===== src/rtl/seq_ctl_pkg.sv =====
package seq_ctl_pkg;
    localparam int DATA_W  = 8;
    localparam int CODE_W  = 4;
    localparam int NSRC    = 4;

    // control byte bit positions
    localparam int C_PWRDN = 6;
    localparam int C_SWINT = 4;
    localparam int C_IRQMS = 3;
    localparam int C_PAUSE = 2;
    localparam int C_INTEN = 1;
    localparam int C_CHRST = 0;

    // status bit positions
    localparam int S_SEQ = 0;
    localparam int S_CMD = 1;
    localparam int S_BUS = 2;
    localparam int S_BRK = 3;

    typedef enum logic [1:0] {
        PS_RUN  = 2'd0,
        PS_WAIT = 2'd1,
        PS_HALT = 2'd2
    } pstate_t;
endpackage


===== src/rtl/shc_ctrl_reg.sv =====
module shc_ctrl_reg
    import seq_ctl_pkg::*;
(
    input  logic              clk,
    input  logic              rst_n,
    input  logic              wr_ctl,
    input  logic [DATA_W-1:0] wdata,
    input  logic              seq_int_evt,
    output logic              chip_rst,
    output logic              pause_req,
    output logic              int_en,
    output logic              irq_mode,
    output logic              swint,
    output logic              pwr_dn
);
    assign chip_rst = wr_ctl && wdata[C_CHRST];

    always_ff @(posedge clk or negedge rst_n) begin
        if (!rst_n) begin
            pause_req <= 1'b1;
            int_en    <= 1'b0;
            irq_mode  <= 1'b0;
            swint     <= 1'b0;
            pwr_dn    <= 1'b0;
        end else if (chip_rst) begin
            pause_req <= 1'b1;
            int_en    <= 1'b0;
            irq_mode  <= 1'b0;
            swint     <= 1'b0;
            pwr_dn    <= 1'b0;
        end else begin
            if (wr_ctl) begin
                int_en   <= wdata[C_INTEN];
                irq_mode <= wdata[C_IRQMS];
                swint    <= wdata[C_SWINT];
                pwr_dn   <= wdata[C_PWRDN];
            end
            // a sequencer interrupt holds the request over a host write
            if (seq_int_evt)
                pause_req <= 1'b1;
            else if (wr_ctl)
                pause_req <= wdata[C_PAUSE];
        end
    end

    // a sequencer interrupt leaves the request asserted
    a_r4_req_set: assert property (@(posedge clk) disable iff (!rst_n)
        seq_int_evt |=> pause_req);
    // chip reset restores the control state
    a_r9_ctl_reset: assert property (@(posedge clk) disable iff (!rst_n)
        chip_rst |=> (pause_req && !int_en && !swint && !pwr_dn && !irq_mode));
endmodule


===== src/rtl/shc_pause_fsm.sv =====
module shc_pause_fsm
    import seq_ctl_pkg::*;
(
    input  logic clk,
    input  logic rst_n,
    input  logic pause_req,
    input  logic seq_crit,
    input  logic seq_int_evt,
    input  logic chip_rst,
    output logic halted
);
    pstate_t state_q, state_d;

    always_ff @(posedge clk or negedge rst_n) begin
        if (!rst_n) state_q <= PS_HALT;
        else        state_q <= state_d;
    end

    always_comb begin
        state_d = state_q;
        unique case (state_q)
            PS_RUN: begin
                if (seq_int_evt || chip_rst)  state_d = PS_HALT;
                else if (pause_req && !seq_crit) state_d = PS_HALT;
                else if (pause_req)           state_d = PS_WAIT;
            end
            PS_WAIT: begin
                if (seq_int_evt || chip_rst)  state_d = PS_HALT;
                else if (!pause_req)          state_d = PS_RUN;
                else if (!seq_crit)           state_d = PS_HALT;
            end
            PS_HALT: begin
                if (!pause_req && !seq_int_evt && !chip_rst) state_d = PS_RUN;
            end
            default: state_d = PS_HALT;
        endcase
    end

    always_comb begin
        halted = (state_q == PS_HALT);
    end

    // a request inside the critical section does not stop the sequencer
    a_r3_crit_holds: assert property (@(posedge clk) disable iff (!rst_n)
        (!halted && seq_crit && !seq_int_evt && !chip_rst) |=> !halted);
    // a sequencer interrupt halts at once
    a_r4_int_halts: assert property (@(posedge clk) disable iff (!rst_n)
        seq_int_evt |=> halted);
    // halted stays while the request remains
    a_r4_hold: assert property (@(posedge clk) disable iff (!rst_n)
        (halted && pause_req) |=> halted);
    // request outside critical section halts next cycle
    a_r2_pause: assert property (@(posedge clk) disable iff (!rst_n)
        (pause_req && !seq_crit) |=> halted);
endmodule


===== src/rtl/shc_int_status.sv =====
module shc_int_status
    import seq_ctl_pkg::*;
(
    input  logic              clk,
    input  logic              rst_n,
    input  logic [NSRC-1:0]   evt,
    input  logic [CODE_W-1:0] code_in,
    input  logic              clr_wr,
    input  logic [NSRC-1:0]   clr_mask,
    input  logic              chip_rst,
    output logic [NSRC-1:0]   flags,
    output logic [CODE_W-1:0] code_q
);
    for (genvar i = 0; i < NSRC; i++) begin : g_src
        always_ff @(posedge clk or negedge rst_n) begin
            if (!rst_n)              flags[i] <= 1'b0;
            else if (chip_rst)       flags[i] <= 1'b0;
            else if (evt[i])         flags[i] <= 1'b1;
            else if (clr_wr && clr_mask[i]) flags[i] <= 1'b0;
        end

        // an event sets its bit
        a_r5_set: assert property (@(posedge clk) disable iff (!rst_n)
            (evt[i] && !chip_rst) |=> flags[i]);
        // a clear without a coincident event removes the bit
        a_r6_clr: assert property (@(posedge clk) disable iff (!rst_n)
            (clr_wr && clr_mask[i] && !evt[i]) |=> !flags[i]);
        // a bit not addressed by the clear is held
        a_r6_keep: assert property (@(posedge clk) disable iff (!rst_n)
            (flags[i] && !chip_rst && !(clr_wr && clr_mask[i])) |=> flags[i]);
    end

    always_ff @(posedge clk or negedge rst_n) begin
        if (!rst_n)              code_q <= '0;
        else if (chip_rst)       code_q <= '0;
        else if (evt[S_SEQ])     code_q <= code_in;
    end

    // the code holds between sequencer interrupts
    a_r5_code_hold: assert property (@(posedge clk) disable iff (!rst_n)
        (!evt[S_SEQ] && !chip_rst) |=> $stable(code_q));
endmodule


===== src/rtl/seq_host_ctl.sv =====
module seq_host_ctl
    import seq_ctl_pkg::*;
(
    input  logic              clk,
    input  logic              rst_n,
    input  logic              host_wr,
    input  logic              host_addr,
    input  logic [7:0]        host_wdata,
    input  logic              host_raddr,
    output logic [7:0]        host_rdata,
    input  logic              seq_crit,
    input  logic              seq_int_evt,
    input  logic [3:0]        seq_int_code,
    input  logic              cmd_done_evt,
    input  logic              bus_evt,
    input  logic              brk_evt,
    output logic              seq_halt,
    output logic              irq,
    output logic              int_pend,
    output logic              pwr_down
);
    logic            wr_ctl, wr_clr, chip_rst;
    logic            pause_req, int_en, irq_mode, swint, pwr_dn;
    logic [NSRC-1:0] evt, flags;
    logic [CODE_W-1:0] code_q;
    logic            active;

    assign wr_ctl = host_wr && !host_addr;
    assign wr_clr = host_wr &&  host_addr;

    always_comb begin
        evt        = '0;
        evt[S_SEQ] = seq_int_evt;
        evt[S_CMD] = cmd_done_evt;
        evt[S_BUS] = bus_evt;
        evt[S_BRK] = brk_evt;
    end

    shc_ctrl_reg u_ctrl (
        .clk(clk), .rst_n(rst_n), .wr_ctl(wr_ctl), .wdata(host_wdata),
        .seq_int_evt(seq_int_evt), .chip_rst(chip_rst), .pause_req(pause_req),
        .int_en(int_en), .irq_mode(irq_mode), .swint(swint), .pwr_dn(pwr_dn)
    );

    shc_pause_fsm u_fsm (
        .clk(clk), .rst_n(rst_n), .pause_req(pause_req), .seq_crit(seq_crit),
        .seq_int_evt(seq_int_evt), .chip_rst(chip_rst), .halted(seq_halt)
    );

    shc_int_status u_stat (
        .clk(clk), .rst_n(rst_n), .evt(evt), .code_in(seq_int_code),
        .clr_wr(wr_clr), .clr_mask(host_wdata[NSRC-1:0]), .chip_rst(chip_rst),
        .flags(flags), .code_q(code_q)
    );

    assign active   = int_en && ((|flags) || swint);
    assign irq      = irq_mode ? active : !active;
    assign int_pend = flags[S_SEQ] | flags[S_CMD] | flags[S_BUS];
    assign pwr_down = pwr_dn;

    always_comb begin
        host_rdata = '0;
        if (host_raddr) begin
            host_rdata = {code_q, flags};
        end else begin
            host_rdata[C_PWRDN] = pwr_dn;
            host_rdata[C_SWINT] = swint;
            host_rdata[C_IRQMS] = irq_mode;
            host_rdata[C_PAUSE] = seq_halt;
            host_rdata[C_INTEN] = int_en;
        end
    end

    // enabled, high mode and a pending status drive the line high
    a_r8_irq_high: assert property (@(posedge clk) disable iff (!rst_n)
        (int_en && irq_mode && (|flags)) |-> irq);
    // disabled interrupts leave the line at its idle level
    a_r8_irq_idle: assert property (@(posedge clk) disable iff (!rst_n)
        !int_en |-> (irq != irq_mode));
    // the summary never rises from the break-address bit alone
    a_r7_pend: assert property (@(posedge clk) disable iff (!rst_n)
        int_pend |-> (|flags[2:0]));
    // chip reset leaves status empty and sequencer halted
    a_r9_clear: assert property (@(posedge clk) disable iff (!rst_n)
        chip_rst |=> (flags == '0 && seq_halt));
endmodule


===== config.mk =====
export PLATFORM = sky130hd
export DESIGN_NAME = seq_host_ctl
export DESIGN_NICKNAME = d
export VERILOG_FILES = /design/src/rtl/seq_ctl_pkg.sv /design/src/rtl/shc_ctrl_reg.sv /design/src/rtl/shc_pause_fsm.sv /design/src/rtl/shc_int_status.sv /design/src/rtl/seq_host_ctl.sv
export SDC_FILE = /design/constraint.sdc
export NUM_CORES = 1
export LEC_CHECK = 0
export BUFFER_PORTS_ARGS = -buffer_cell sky130_fd_sc_hd__buf_2
export CAP_MARGIN = 20
export CORE_MARGIN = 8
export CORE_UTILIZATION = 51
export CTS_BUF_LIST = sky130_fd_sc_hd__clkbuf_8
export CTS_CLUSTER_DIAMETER = 200
export CTS_CLUSTER_SIZE = 20
export DETAILED_ROUTE_END_ITERATION = 10
export GPL_TIMING_DRIVEN = 0
export PLACE_DENSITY = 0.89
export SYNTH_ARGS = -nofsm -noshare
export SYNTH_HDL_FRONTEND = slang
export SYNTH_SLANG_ARGS = --single-unit

===== constraint.sdc =====
create_clock -name clk -period 3.7 [get_ports clk]
set_input_delay 0.37 -clock clk [delete_from_list [all_inputs] [get_ports clk]]
set_output_delay 0.37 -clock clk [all_outputs]
set_load 0.02 [all_outputs]

==> metrics.log <==
INFO  metric run_status = complete, no violations
INFO  metric worst_ir_drop_vdd = 0.303 mV
INFO  metric core_region_area = 1450 sq um
INFO  metric setup.worst_path.end_class = output pin
INFO  metric clock-sinks = 15
INFO  metric design.portCount = 34
INFO  metric fp.dieW = 54.8 um
INFO  metric hp-class = primary input to asynchronous set/reset pin
INFO  metric critical_path_class = flip-flop to output pin
INFO  metric floorplan.initialDensity = between 50% and 60%
INFO  metric setup_tns_after_final_layout = 0 ns
INFO  metric dpl_cell_area = a little over 900 sq um
INFO  metric fmax = 510 MHz
INFO  metric rsz0062_at_grt = false
INFO  metric post_drt_via_cell_ratio = 5.26
INFO  metric top_cell_type_s_share_of_synthesized_area = 42.3%
INFO  metric synth_sequential_area_ratio = 49.1%
INFO  metric postSynthNetCount = 98
INFO  metric post_route_cells_drive_above_1_share = 40.4%
INFO  metric post-cts-setup-buffer-count = 0
INFO  metric synth.lib_cells_used.distinct = 23
INFO  metric clk-insertion-delay-late = between 0.2 and 0.25 ns
INFO  metric min_period = 1.96 ns
INFO  metric drtPass1Iterations = 3
INFO  metric timing.critical_path.slowest_cell_delay = between 0.4 and 0.5 ns
INFO  metric final_net_count = approximately 130
INFO  metric synth_area_leader_cell = sky130_fd_sc_hd__dfrtp_1
INFO  metric cts_buffers = 3
INFO  metric grt_pass1_wl = about 3.0 mm
INFO  metric grt_max_degree = 16
INFO  metric routedWlPerCell = 16.0 um
INFO  metric dieArea = ~3000 sq um
INFO  metric power_density = 417 nW/um^2
INFO  metric drt_first_iter_violations = 7
INFO  metric grt_pass1_vias = ~700
INFO  metric rows = 14
INFO  metric grt_use_total = between 10% and 20%
INFO  metric synth_cells = 76
INFO  metric crit_path_cell_trace = or3_4 > o31ai_4 > xor2_1 > buf_2
INFO  metric number_of_gates_resized_after_cts = 0
INFO  metric final_design_area_no_fill = around 980 sq um
INFO  metric tritoncts = yes
INFO  metric place_hpwl = 1.50 mm
INFO  metric syn-mean-instance-area = ~10 sq um
INFO  metric post-route-util = about two thirds
INFO  metric inserted_diodes = 0
INFO  metric max-slew-margin-rel = between 60% and 70%
INFO  metric ys_top_cells_by_area = sky130_fd_sc_hd__dfrtp_1 (42%), sky130_fd_sc_hd__mux2_2 (7.3%), sky130_fd_sc_hd__dfstp_2 (6.8%), sky130_fd_sc_hd__mux2i_1 (5.2%), sky130_fd_sc_hd__nand2b_1 (4.9%)
INFO  metric layout-area-overhead-vs-synth = 27.5%
INFO  metric totalPowerFinal = 409 uW
INFO  metric gpl.final_weighted_congestion = between 0.8 and 0.9
INFO  metric final-setup-viol-count = 0
INFO  metric cts-hold-fix-buffers = 0
INFO  metric remaining_drc_errors = 0
INFO  metric htree_num_levels = 1
INFO  metric grt-ovfl-total = 0
INFO  metric antenna_found_initial = 0
INFO  metric worst-slew-pin-transition = 0.488 ns
INFO  metric cp-start-kind = flip-flop
INFO  metric final.period_utilization = 53.0%
INFO  metric timing.critical_path.arrival = 1.59 ns
INFO  metric ys.warnings.count = 0
INFO  metric cts_root_buffer = sky130_fd_sc_hd__clkbuf_8
INFO  metric slew_violations = 0
INFO  metric clkTransAtPathRegs = 0.06 ns
INFO  metric cts.path.max_buffers = 2
INFO  metric finalHoldViolCount = 0
INFO  metric fin_skew = 0.0000994 ns
INFO  metric drv.max_cap_violation_count = 0
INFO  metric slowest_stage = sky130_fd_sc_hd__or3_4
INFO  metric data_required_time_at_the_worst_endpoint = 3.33 ns
INFO  metric place.port_buffers = 29
INFO  metric cp_max_fo = 3
INFO  metric leakage = 0.000486 uW
INFO  metric vias = about 660
INFO  metric hold-worst-slack = 0.0249 ns
INFO  metric combined_area_of_all_synthesized_cells = between 700 and 800 sq um
INFO  metric routed_wirelength = 1.99 mm
INFO  metric ant_nets = 0
INFO  metric floorplan.die.height = 54.8 um
INFO  metric synth-seq-cells = 15
## report_power, final
| part | switching [uW] | leakage (uW) | internal (uW) |
|---|---|---|---|
| Clock | 56.9 | 0.0000255 | 74.4 |
| Sequential | 13.0 | 0.000179 | 179 |
| Combinational | 49.7 | 0.000282 | 36.6 |
## critical path: cells and delay by family (launching register included)
| kind | cells | cell delay, ns |
|---|---|---|
| AND/OR/NAND/NOR | 1 | 0.41 |
| flip-flops | 1 | 0.39 |
| buffers and inverters | 1 | 0.19 |
| AO/OA/AOI/OAI | 1 | 0.18 |
| XOR/XNOR | 1 | 0.18 |
## synthesized netlist by cell type
cell and count:
sky130_fd_sc_hd__a21oi_1 4, sky130_fd_sc_hd__a31oi_1 1, sky130_fd_sc_hd__dfstp_2 2, sky130_fd_sc_hd__buf_2 1, sky130_fd_sc_hd__and2_1 2, sky130_fd_sc_hd__mux2_2 5, sky130_fd_sc_hd__mux2i_1 4, sky130_fd_sc_hd__xor2_1 1
sky130_fd_sc_hd__o21ai_0 5, sky130_fd_sc_hd__nor3_1 1, sky130_fd_sc_hd__o21bai_1 1, sky130_fd_sc_hd__dfrtp_1 13, sky130_fd_sc_hd__nor2_1 9, sky130_fd_sc_hd__nand3b_1 3, sky130_fd_sc_hd__and3b_1 1, sky130_fd_sc_hd__and3_1 1
sky130_fd_sc_hd__or3_4 1, sky130_fd_sc_hd__nor2b_1 3, sky130_fd_sc_hd__and2_2 1, sky130_fd_sc_hd__nand2_1 8, sky130_fd_sc_hd__o31ai_4 1, sky130_fd_sc_hd__clkbuf_1 2, sky130_fd_sc_hd__nand2b_1 6
## layout by cell type, fill, tap and decap left out
cell type / count
sky130_fd_sc_hd__a21oi_1: 4
sky130_fd_sc_hd__a31oi_1: 1
sky130_fd_sc_hd__and2_1: 2
sky130_fd_sc_hd__and2_2: 1
sky130_fd_sc_hd__and3_1: 1
sky130_fd_sc_hd__and3b_1: 1
sky130_fd_sc_hd__buf_2: 30
sky130_fd_sc_hd__clkbuf_1: 2
sky130_fd_sc_hd__clkbuf_8: 3
sky130_fd_sc_hd__clkinv_2: 1
sky130_fd_sc_hd__dfrtp_1: 13
sky130_fd_sc_hd__dfstp_2: 2
sky130_fd_sc_hd__mux2_2: 5
sky130_fd_sc_hd__mux2i_1: 4
sky130_fd_sc_hd__nand2_1: 8
sky130_fd_sc_hd__nand2b_1: 6
sky130_fd_sc_hd__nand3b_1: 3
sky130_fd_sc_hd__nor2_1: 9
sky130_fd_sc_hd__nor2b_1: 3
sky130_fd_sc_hd__nor3_1: 1
sky130_fd_sc_hd__o21ai_0: 5
sky130_fd_sc_hd__o21bai_1: 1
sky130_fd_sc_hd__o31ai_4: 1
sky130_fd_sc_hd__or3_4: 1
sky130_fd_sc_hd__xor2_1: 1
## cell families (layout without fill, tap and decap cells)
| logic type | after synthesis | after routing | synth area share, % |
|---|---|---|---|
| AOI/OAI and AO/OA | 12 | 12 | 10.4 |
| muxes | 9 | 9 | 12.5 |
| xor gates and xnor gates | 1 | 1 | 1.14 |
| buffers and inverters | 3 | 36 | 1.63 |
| DFF | 15 | 15 | 49.1 |
| and+or+nand+nor | 36 | 36 | 25.2 |
## path summary, 6_finish.rpt
check	start	cells after the start	slack, ns	endpoint
min in group clk	host_wr	2	0.37	u_stat.flags[3]
max in group asynchronous	rst_n	1	3.37	u_ctrl.pause_req
hold / removal	rst_n	1	0.02	u_stat.code_q[0]
setup reg to reg	u_fsm.state_q[1]	2	2.83	u_fsm.state_q[0]
setup / recovery	u_stat.flags[0]	4	1.74	irq
hold reg to reg	u_stat.code_q[3]	2	0.52	u_stat.code_q[3]
## layout make-up
| class | instances | area [sq um] |
|---|---|---|
| Fill cell | 110 | 473 |
| Multi-Input combinational cell | 58 | 379 |
| Sequential cell | 15 | 378 |
| Timing Repair Buffer | 29 | 145 |
| Clock buffer | 3 | 41.3 |
| Tap cell | 16 | 20.0 |
| Buffer | 3 | 12.5 |
| Clock inverter | 1 | 5.00 |
## state kept, by name, indices dropped and copies added, names as in the netlist
signal            cells
u_ctrl.irq_mode       1
u_stat.flags          4
u_ctrl.swint          1
u_ctrl.int_en         1
u_stat.code_q         4
u_ctrl.pwr_dn         1
u_ctrl.pause_req      1
u_fsm.state_q         2
## per-stage QoR
stage	cells	setup slack [ns]
after CTS	125	1.72
final	125	1.74
after detailed placement	121	2.01
after floorplan	76	1.96
after global placement	121	2.04
after global routing	125	1.69
## metal layers
layer	vias to the layer above	global-route usage, %	share of wire (%)
li1	322	-	-
met1	311	14.1	38
met2	22	25.1	53
met3	2	4.08	8.3
met4	0	5.33	0.50
met5	-	0	0
No activity file was read; power rests on OpenSTA's default activity.
